<file path="src/rtl/sram_seq_pkg.sv">
`timescale 1ns/1ps
package sram_seq_pkg;

    typedef enum logic [1:0] {
        ST_RESET_LOW = 2'd0,
        ST_PRE_DELAY = 2'd1,
        ST_LOCK_WAIT = 2'd2,
        ST_DONE      = 2'd3
    } seq_state_e;

    localparam int LOCK_BY_CYCLES = 0;
    localparam int LOCK_BY_TIME   = 1;
    localparam int LOCK_BY_MAX    = 2;

    // microseconds to whole clock cycles, period given in picoseconds
    function automatic longint us_to_cycles(input longint us, input longint period_ps);
        return (us * 64'd1000000) / period_ps;
    endfunction

endpackage

</file>
<file path="src/rtl/seq_interval.sv">
`timescale 1ns/1ps
// Counts cycles while run is high; expired is set once LAST cycles have elapsed
// in the current run (counted from zero). Clears whenever run is low.
module seq_interval #(
    parameter int     W    = 8,
    parameter longint LAST = 0
) (
    input  logic clk,
    input  logic rst_n,
    input  logic run,
    output logic expired
);
    localparam logic [W-1:0] LAST_V = W'(LAST);

    logic [W-1:0] cnt;

    always_ff @(posedge clk or negedge rst_n) begin
        if (!rst_n) begin
            cnt <= '0;
        end else if (!run) begin
            cnt <= '0;
        end else if (cnt != LAST_V) begin
            cnt <= cnt + 1'b1;
        end
    end

    assign expired = run && (cnt == LAST_V);

endmodule

</file>
<file path="src/rtl/seq_ctrl.sv">
`timescale 1ns/1ps
module seq_ctrl
    import sram_seq_pkg::*;
(
    input  logic clk,
    input  logic rst_n,
    input  logic clk_stable,
    input  logic pre_expired,
    input  logic lock_expired,
    output logic pre_run,
    output logic lock_run,
    output logic doff_n,
    output logic init_done
);
    seq_state_e state_q, state_d;

    // state register
    always_ff @(posedge clk or negedge rst_n) begin
        if (!rst_n) begin
            state_q <= ST_RESET_LOW;
        end else begin
            state_q <= state_d;
        end
    end

    // transitions; loss of clock stability outranks interval expiry
    always_comb begin
        state_d = state_q;
        unique case (state_q)
            ST_RESET_LOW: if (clk_stable)        state_d = ST_PRE_DELAY;
            ST_PRE_DELAY: if (!clk_stable)       state_d = ST_RESET_LOW;
                          else if (pre_expired)  state_d = ST_LOCK_WAIT;
            ST_LOCK_WAIT: if (!clk_stable)       state_d = ST_RESET_LOW;
                          else if (lock_expired) state_d = ST_DONE;
            ST_DONE:                             state_d = ST_DONE;
        endcase
    end

    // outputs decoded from the registered state
    always_comb begin
        pre_run   = 1'b0;
        lock_run  = 1'b0;
        doff_n    = 1'b0;
        init_done = 1'b0;
        unique case (state_q)
            ST_RESET_LOW: ;
            ST_PRE_DELAY: pre_run = 1'b1;
            ST_LOCK_WAIT: begin
                lock_run = 1'b1;
                doff_n   = 1'b1;
            end
            ST_DONE: begin
                doff_n    = 1'b1;
                init_done = 1'b1;
            end
        endcase
    end

endmodule

</file>
<file path="src/rtl/sram_pll_seq.sv">
`timescale 1ns/1ps
module sram_pll_seq
    import sram_seq_pkg::*;
#(
    parameter int CLK_PERIOD_PS = 5000,
    parameter int PRE_DELAY_US  = 200,
    parameter int SIM_SHORT     = 0,
    parameter int LOCK_MODE     = LOCK_BY_MAX,
    parameter int LOCK_CYCLES   = 2048,
    parameter int LOCK_US       = 20
) (
    input  logic clk,
    input  logic rst_n,
    input  logic clk_stable,
    output logic doff_n,
    output logic init_done
);
    localparam longint PRE_CYC =
        (PRE_DELAY_US == 0) ? 64'd0 :
        (SIM_SHORT != 0)    ? 64'd10 :
        us_to_cycles(longint'(PRE_DELAY_US), longint'(CLK_PERIOD_PS));

    localparam longint LOCK_TIME_CYC = us_to_cycles(longint'(LOCK_US), longint'(CLK_PERIOD_PS));
    localparam longint LOCK_FIX_CYC  = longint'(LOCK_CYCLES);

    localparam longint LOCK_CYC =
        (LOCK_MODE == LOCK_BY_CYCLES) ? LOCK_FIX_CYC :
        (LOCK_MODE == LOCK_BY_TIME)   ? LOCK_TIME_CYC :
        ((LOCK_FIX_CYC > LOCK_TIME_CYC) ? LOCK_FIX_CYC : LOCK_TIME_CYC);

    // a zero count still occupies its state for one cycle
    localparam longint PRE_LAST  = (PRE_CYC  > 0) ? PRE_CYC  - 1 : 0;
    localparam longint LOCK_LAST = (LOCK_CYC > 0) ? LOCK_CYC - 1 : 0;

    localparam longint MAX_CYC = (PRE_CYC > LOCK_CYC) ? PRE_CYC : LOCK_CYC;
    localparam int     CNT_W   = (MAX_CYC < 2) ? 1 : $clog2(MAX_CYC);

    logic pre_run, lock_run, pre_expired, lock_expired;

    seq_ctrl u_ctrl (
        .clk          (clk),
        .rst_n        (rst_n),
        .clk_stable   (clk_stable),
        .pre_expired  (pre_expired),
        .lock_expired (lock_expired),
        .pre_run      (pre_run),
        .lock_run     (lock_run),
        .doff_n       (doff_n),
        .init_done    (init_done)
    );

    seq_interval #(.W(CNT_W), .LAST(PRE_LAST)) u_pre (
        .clk     (clk),
        .rst_n   (rst_n),
        .run     (pre_run),
        .expired (pre_expired)
    );

    seq_interval #(.W(CNT_W), .LAST(LOCK_LAST)) u_lock (
        .clk     (clk),
        .rst_n   (rst_n),
        .run     (lock_run),
        .expired (lock_expired)
    );

endmodule

</file>
<file path="config.mk">
export PLATFORM = sky130hd
export DESIGN_NAME = sram_pll_seq
export DESIGN_NICKNAME = d
export VERILOG_FILES = /design/src/rtl/sram_seq_pkg.sv /design/src/rtl/seq_interval.sv /design/src/rtl/seq_ctrl.sv /design/src/rtl/sram_pll_seq.sv
export SDC_FILE = /design/constraint.sdc
export NUM_CORES = 1
export LEC_CHECK = 0
export ABC_CLOCK_PERIOD_IN_PS = 2150
export BUFFER_PORTS_ARGS = -buffer_cell sky130_fd_sc_hd__buf_2
export CAP_MARGIN = 20
export CORE_MARGIN = 2
export CORE_UTILIZATION = 30
export DETAILED_ROUTE_END_ITERATION = 6
export SYNTH_ARGS = -nofsm -noshare
export SYNTH_HDL_FRONTEND = slang
export SYNTH_HIERARCHICAL = 1
export SYNTH_SLANG_ARGS = --single-unit
</file>
<file path="constraint.sdc">
create_clock -name clk -period 2.15 [get_ports clk]
set_clock_uncertainty 0.2 [all_clocks]
set_input_delay 0.43 -clock clk [delete_from_list [all_inputs] [get_ports clk]]
set_output_delay 0.43 -clock clk [all_outputs]
set_load 0.02 [all_outputs]
</file>
; ---- After elaboration in Yosys (flattened, before gate mapping)
; Index checks and enable logic that the tools add are counted.
[op_classes]
n_reduce_logical = 5
n_addsub = 2
n_mux = 14
n_eq_ne = 12
[op_table]
columns = cell, n
row1 = 2-to-1 mux 16 bit, 4
row2 = adder 16 x 1 -> 16 bit (second input constant), 2
row3 = equality test 16 x 12 -> 1 bit (second input constant), 1
row4 = equality test 16 bit (second input constant), 1
row5 = != test 16 x 12 -> 1 bit (second input constant), 1
row6 = != test 16 bit (second input constant), 1
row7 = 2-to-1 mux 2 bit, 5
row8 = case mux 2 bit (4 select lines), 1
row9 = != test 2 bit (second input constant), 3
row10 = != test 3 bit (second input constant), 2
row11 = equality test 2 bit (second input constant), 2
row12 = 2-to-1 mux 1 bit, 4
row13 = AND reduction 3 bit, 1
row14 = equality test 2 x 1 -> 1 bit (second input constant), 1
row15 = logical AND 1 bit, 2
row16 = logical NOT 2 bit, 1
row17 = OR reduction 2 bit, 1
[word_totals]
inputBits = 3
out_inout_bits = 2
wordCells = 36
regBits = 34

; ---- Longest topological paths before layout
; Gate-level depths: netlist of run 1.
[logic_depth]
word_depth = 6
depth_mapped = 7
mapped_depth_nobuf = 7

; ---- Hierarchy
; Netlist of run 1, hierarchy kept.
[by_module_without_submodules]
columns = mod, seq_area_each_um2, area_per_inst_um2, instances, cells_each
row1 = seq_interval (u_lock), 400.4, 874.6, 1, 87
row2 = seq_interval (u_pre), 400.4, 860.8, 1, 90
row3 = seq_ctrl, 50.0, 113.9, 1, 13

; ---- Worst setup path after synthesis of run 1
; Ideal clock, no wire load.
[synth_timing]
path_kind = reg2reg
start = reg u_lock.cnt[5]
end = reg u_lock.cnt[1]
t_required_ps = 1830
stages_incl_launch_ff = 5
arrival_time_ps = 1663
period_less_slack_ps = 1983
setup_ps = 120
n_path_buf = 0
setup_slack_ps = 167
cell_sequence = dfrtp_1 -> or4_4 -> nor4_4 -> mux2i_1 -> nor2b_1
[synth_between]
elab_chain_cells = 2
[synth_lines]
columns = element, line
row1 = start: declaration, seq_interval.sv:15  ; logic [W-1:0] cnt;
row2 = start signal: assignment, seq_interval.sv:23  ; cnt <= cnt + 1'b1;
row3 = != test 16 x 12 -> 1 bit, seq_interval.sv:22  ; end else if (cnt != LAST_V) begin
row4 = != test 2 bit (no line), --
; Every way passes these cells.
; A chain may end at the register's enable or synchronous reset.

; ---- Worst setup path after layout of run 1
[layout_timing]
start = reg u_pre.cnt[8]
end = reg u_ctrl.state_q[0]
[layout_between]
elab_chain_cells = 4
[layout_lines]
columns = element, line
row1 = start: declaration, seq_interval.sv:15
row2 = start signal: assignment, seq_interval.sv:23
row3 = equality test 16 bit, seq_interval.sv:27  ; assign expired = run && (cnt == LAST_V);
row4 = logical AND 1 bit, seq_interval.sv:27
row5 = named net pre_expired, sram_pll_seq.sv:38  ; logic pre_run, lock_run, pre_expired, lock_expired;
row6 = != test 3 bit (no line), --
row7 = AND reduction 3 bit (no line), --
row8 = end signal: assignment, seq_ctrl.sv:22  ; state_q <= state_d;
row9 = end: declaration, seq_ctrl.sv:15  ; seq_state_e state_q, state_d;
; The timed path passes the listed nets, and every way through them passes these cells.

==> impl_metrics.csv, run 1 <==
group,metric,value,unit
clocking,cts_max_level,2,
timing,fmax,492,MHz
synth,yosysUniqueCellTypes,39,
worst_setup_path,worstPathCellList,"nor4_2, nand4b_1, or4_4, nor2_2, nand2_1, a21oi_1, nor2_1",
synth,yosysMostFrequentCell,"dfrtp_1",
clocking,cts-root-buf,"clkbuf_8",
worst_setup_path,critPathMaxFanout,4,
synth,synth_xor_area_share,8.05,%
worst_setup_path,cp.arrival,2020,ps
detailed_routing,first_pass_iters,4,
cells_and_area,antenna_cells,0,
clocking,cts_buffers,5,
worst_setup_path,critPathLaunchType,"flop",
power,p_total,1420,uW
timing,max_slew_margin,72.0,%
synth,async_flop_share,100,%
grt,grt-ovfl-total,0,
timing,setup_viol,0,
placement,hpwlAfterDp,2350,um
power,vdd_drop_max,0.418,mV
clocking,path_clk_slew,80,ps
floorplan,die_width,82.5,um
worst_setup_path,required,2140,ps
placement,dp_slack,100,ps
cells_and_area,nets,210,
detailed_routing,wl_per_cell,12.2,um
outcome,status,"complete, no violations",
synth,synth_top_family_by_area,"simple AND/OR/NAND/NOR gates",
synth,syn_avg_cell_area,9.73,um2
worst_setup_path,cp-end-kind,"flop",
worst_setup_path,slowest_delay,460,ps
synth,synth-compound-area-share,6.70,%
detailed_routing,drc,0,
clocking,cts.sinks,34,
detailed_routing,drt_wl_total,3430,um
run,maxCapViolations,0,
worst_hold_path,hold_class,"in2reg",
timing,maxSlewViolCount,0,
timing,fin_ws,118,ps
detailed_routing,ant_nets,0,
grt,grt_first_pass_wirelength,6070,um
grt,antenna_found_initial,0,
synth,yosysWarningCount,6,
floorplan,io_pins,5,
synth,syn-num-nets,195,
floorplan,fp.coreArea,5960,um2
detailed_routing,first_iter_violations,56,
power,leakage,0.000883,uW
clocking,tritoncts,"built",
timing,min_period,2030,ps
timing,worstMarginPinSlew,420,ps
worst_hold_path,min_path_cells,2,
synth,synth_commonest_cells,"dfrtp_1, nand2_1, nor2_1, nand3_1, xnor2_1",
cells_and_area,syn2layout_area_growth,16.4,%
synth,synth-main-ff-cell,"dfrtp_1",
worst_setup_path,reg2reg_slack,120,ps
floorplan,die-height,82.5,um
synth,synth-seq-area-share,46.0,%
floorplan,initial_core_util,31.1,%
clocking,clk_latency,290,ps
grt,grt_pass1_vias,1346,
synth,synth_top_area_cell,"dfrtp_1",
detailed_routing,via_per_inst,4.95,
detailed_routing,num_vias,1392,
synth,yosysTopAreaCellShare,46.0,%
synth,syn_inst,190,
timing,rsz0062_at_grt,"false",
synth,synth_edf_count,0,
synth,synth-simple-area-share,32.0,%
clocking,clockBufferDepth,2,
placement,place_congestion,0.779,
floorplan,rows,28,
grt,track_usage,11.9,%
cells_and_area,layout.cells.non_filler,281,
synth,synthTopCellsByArea,"dfrtp_1, xnor2_1, and2_1, mux2i_1, nand2_1",
worst_setup_path,r2r_cells,7,
cells_and_area,layout-drive-gt1-share,14.1,%
worst_setup_path,worst_path_max_delay_cell,"or4_4",
synth,synth_area,1850,um2
synth,synth_adder_area_share,1.35,%
floorplan,design.die.area,6810,um2
clocking,cts_setup_buffers,0,
power,powerDensity,662,nW/um2
worst_setup_path,crit_type,"reg2reg",
timing,tns,0,ps
synth,muxShareOfSynthArea,3.25,%
synth,synth-seq-cells,34,
timing,hold_viol_final,0,
placement,io_buffers,4,
grt,grt_max_degree,35,
placement,dp_cells,272,
cells_and_area,fin_util,36.1,%
timing,final.period_utilization,94.5,%
where the power goes:
group | total, uW | internal, uW | switching, uW
Combinational | 38.9 | 11.8 | 27.1
Clock | 737 | 495 | 243
Sequential | 649 | 643 | 5.47
path summary, 6_finish.rpt:
| kind | start | end |
|---|---|---|
| min in group asynchronous | rst_n | u_pre/cnt[5] |
| max reg2reg | u_pre/cnt[8] | u_ctrl/state_q[0] |
| max | u_pre/cnt[8] | u_ctrl/state_q[0] |
| min | clk_stable | u_ctrl/state_q[1] |
| min reg2reg | u_pre/cnt[4] | u_pre/cnt[4] |
| max in group asynchronous | rst_n | u_pre/cnt[15] |
state kept, by name (all words and copies together), names as in the netlist:
signal          flops
u_lock/cnt         16
u_pre/cnt          16
u_ctrl/state_q      2
critical path: cells and delay by family (launching register included):
kind | cells | cell delay [ps]
compound gates | 1 | 140
flops | 1 | 420
simple gates | 6 | 1170
cell families after synthesis:
kind of cell	count (synthesis)
simple gates	100
compound gates	20
mux	6
buf+inv	11
flops	34
fa+ha+maj	2
xor+xnor	17
cell type report:
class	instances	area, um2
fill	606	3800
timing repair buffer	13	90.1
multi-input combinational	145	952
clock inverter	2	60.1
inverter	6	22.5
clock buffer	6	82.6
sequential	34	851
tap	75	93.8
cell usage in the layout, fill, tap and decap left out, types with 4 or more instances in the layout:
master | Yosys | routed
clkbuf_8 | 0 | 6
xor2_1 | 6 | 6
nand2_1 | 16 | 16
mux2i_1 | 6 | 6
xnor2_1 | 11 | 11
and2_1 | 10 | 10
inv_1 | 6 | 6
dfrtp_1 | 34 | 34
nand2b_1 | 6 | 6
nor3_1 | 9 | 9
nor2_1 | 15 | 14
buf_4 | 0 | 8
o21ai_0 | 6 | 6
nand3_1 | 11 | 11
a21oi_1 | 4 | 4
buf_2 | 0 | 4
nand4_1 | 4 | 4
nor4_1 | 8 | 8
routing by layer:
layer | vias up | track usage (%) | routed length [um]
li1 | 709 | - | -
met3 | 9 | 3.26 | 85
met2 | 11 | 18.7 | 1580
met4 | 0 | 5.57 | 72
met1 | 663 | 15.1 | 1690
met5 | - | 0 | 0
what timing repair did:
| action | 4_1_cts | 5_1_grt |
|---|---|---|
| hold buffers | 1 | 0 |
| gates resized for setup | 0 | 1 |
| hold endpoints to repair | 34 | 0 |
| endpoints found under the setup margin | 0 | 1 |
stage by stage:
stage               hold slack, ps  cell area [um2]
detailed placement             291             2000
finish                         223             2150
global route                   229             2150
global placement               289             2000
CTS                            211             2150
floorplan                    -65.6             1850
Note: power is estimated with default switching activity, not from simulation.
==> run 2, diff against run 1 <==
- REMOVE_ABC_BUFFERS: not set -> 1
- SLEW_MARGIN: not set -> 20
==> run 2 against run 1 <==
Effect of this change: global-route usage grew 0.18 points; critical path depth stayed put; final cell count shrank 0.36%.
==> impl_metrics.csv, run 2 (synthesis gave the netlist of run 1 again) <==
group,metric,value,unit
worst_setup_path,worst_path_max_delay_cell,"or4_4",
placement,hpwlAfterDp,2390,um
cells_and_area,layout.area.seq,852,um2
detailed_routing,num_vias,1371,
worst_hold_path,min_path_cells,2,
grt,grt_first_pass_wirelength,6430,um
worst_setup_path,cp.arrival,2020,ps
timing,rsz0062_at_grt,"true",
floorplan,rows,28,
detailed_routing,wl_per_cell,12.4,um
worst_setup_path,slowest_delay,470,ps
outcome,status,"complete, no violations",
clocking,cts_max_level,2,
detailed_routing,drt_wl_total,3460,um
detailed_routing,first_pass_iters,4,
placement,dp_cells,272,
timing,fmax,490,MHz
worst_hold_path,hold_class,"in2reg",
clocking,cts.sinks,34,
floorplan,design.die.area,6810,um2
placement,io_buffers,4,
timing,holdWs,223,ps
placement,place_congestion,0.775,
timing,setup_viol,0,
placement,dp_slack,51.1,ps
cells_and_area,fin_area,2110,um2
floorplan,die_width,82.5,um
cells_and_area,mostFrequentLayoutCells,"dfrtp_1, nand2_1, nor2_1, nand3_1, xnor2_1",
worst_setup_path,critPathMaxFanout,4,
floorplan,io_pins,5,
grt,grt_pass1_vias,1387,
timing,min_period,2040,ps
clocking,tritoncts,"built",
worst_setup_path,worstPathCellList,"nor4_4, nand4b_1, or4_4, nor2_4, nand2_1, a21oi_1, nor2_1",
grt,grt_max_degree,35,
cells_and_area,layout-drive-gt1-share,14.6,%
clocking,path_clk_slew,70,ps
cells_and_area,syn2layout_area_growth,14.1,%
detailed_routing,drc,0,
timing,fin_ws,108,ps
cells_and_area,layout_commonest_cell,"dfrtp_1",
clocking,cts_buffers,5,
detailed_routing,via_per_inst,4.90,
placement,placed_area,2000,um2
grt,antenna_found_initial,0,
timing,maxSlewViolCount,0,
grt,grt-ovfl-total,0,
worst_setup_path,r2r_cells,7,
cells_and_area,top_regs,"u_lock/cnt (16), u_pre/cnt (16), u_ctrl/state_q (2)",
power,leakage,0.000858,uW
power,vdd_drop_max,0.278,mV
grt,track_usage,12.1,%
cells_and_area,nets,210,
power,powerDensity,536,nW/um2
clocking,clockBufferDepth,2,
cells_and_area,layout.cells.non_filler,280,
timing,max_slew_margin,71.6,%
clocking,clk_latency,280,ps
timing,hold_viol_final,0,
worst_setup_path,critPathLaunchType,"flop",
worst_setup_path,required,2130,ps
clocking,cts-root-buf,"clkbuf_8",
cells_and_area,multiInputGateArea,972,um2
timing,final.period_utilization,95.0,%
floorplan,initial_core_util,31.1,%
floorplan,fp.coreArea,5960,um2
floorplan,die-height,82.5,um
detailed_routing,first_iter_violations,43,
worst_setup_path,cp-end-kind,"flop",
cells_and_area,fillers,614,
timing,worstMarginPinSlew,426,ps
detailed_routing,ant_nets,0,
worst_setup_path,crit_type,"reg2reg",
cells_and_area,antenna_cells,0,
run,maxCapViolations,0,
run 2: area by class of cell:
| type | count | area share (%) |
|---|---|---|
| Clock buffer | 5 | 3.26 |
| Clock inverter | 2 | 0.474 |
| Inverter | 6 | 1.07 |
| Multi-Input combinational cell | 145 | 46.1 |
| Sequential cell | 34 | 40.4 |
| Tap cell | 75 | 4.45 |
| Timing Repair Buffer | 13 | 4.27 |
run 2: worst paths after layout:
kind | endpoint | startpoint | slack (ps)
max reg2reg | u_ctrl/state_q[0] | u_pre/cnt[14] | 110
min reg2reg | u_pre/cnt[4] | u_pre/cnt[4] | 360
max in group asynchronous | u_pre/cnt[14] | rst_n | 930
min | u_ctrl/state_q[1] | clk_stable | 220
min in group asynchronous | u_pre/cnt[2] | rst_n | 500
max | u_ctrl/state_q[0] | u_pre/cnt[14] | 110
run 2: report_power, final:
group          total (uW)  switching (uW)  internal, uW
Combinational        39.0            27.1          11.8
Clock                 444             227           217
Sequential            649            5.22           644
Total                1130             259           873
run 2: repair_timing:
item                                   in CTS  in global routing
resized for setup                           0                  5
endpoints found under the hold margin      34                  0
buffers inserted                            0                  0
hold buffers                                1                  0
setup endpoints to repair                   0                  2
run 2: metrics by stage:
stage | total power [uW] | setup TNS [ps] | utilization, %
2_1_floorplan | 676 | 0 | -
3_3_place_gp | 699 | 0 | 33.5
3_5_place_dp | 701 | 0 | 33.5
4_1_cts | 1150 | 0 | 35.0
5_1_grt | 1200 | -28.1 | 35.4
6_report | 1130 | 0 | 35.4
run 2: layer usage:
metal | GRT usage [%] | up-vias | part of all wire [%]
met2 | 18.9 | 16 | 47
li1 | - | 699 | -
met4 | 2.79 | 0 | 0.40
met3 | 3.70 | 2 | 3.2
met1 | 16.4 | 654 | 50
met5 | 0 | - | 0
run 2: critical path, delay by kind of cell, from the launching register on:
kind               cells  cell delay (ps)
AOI/OAI and AO/OA      1              140
and+or+nand+nor        6             1140
DFF                    1              450
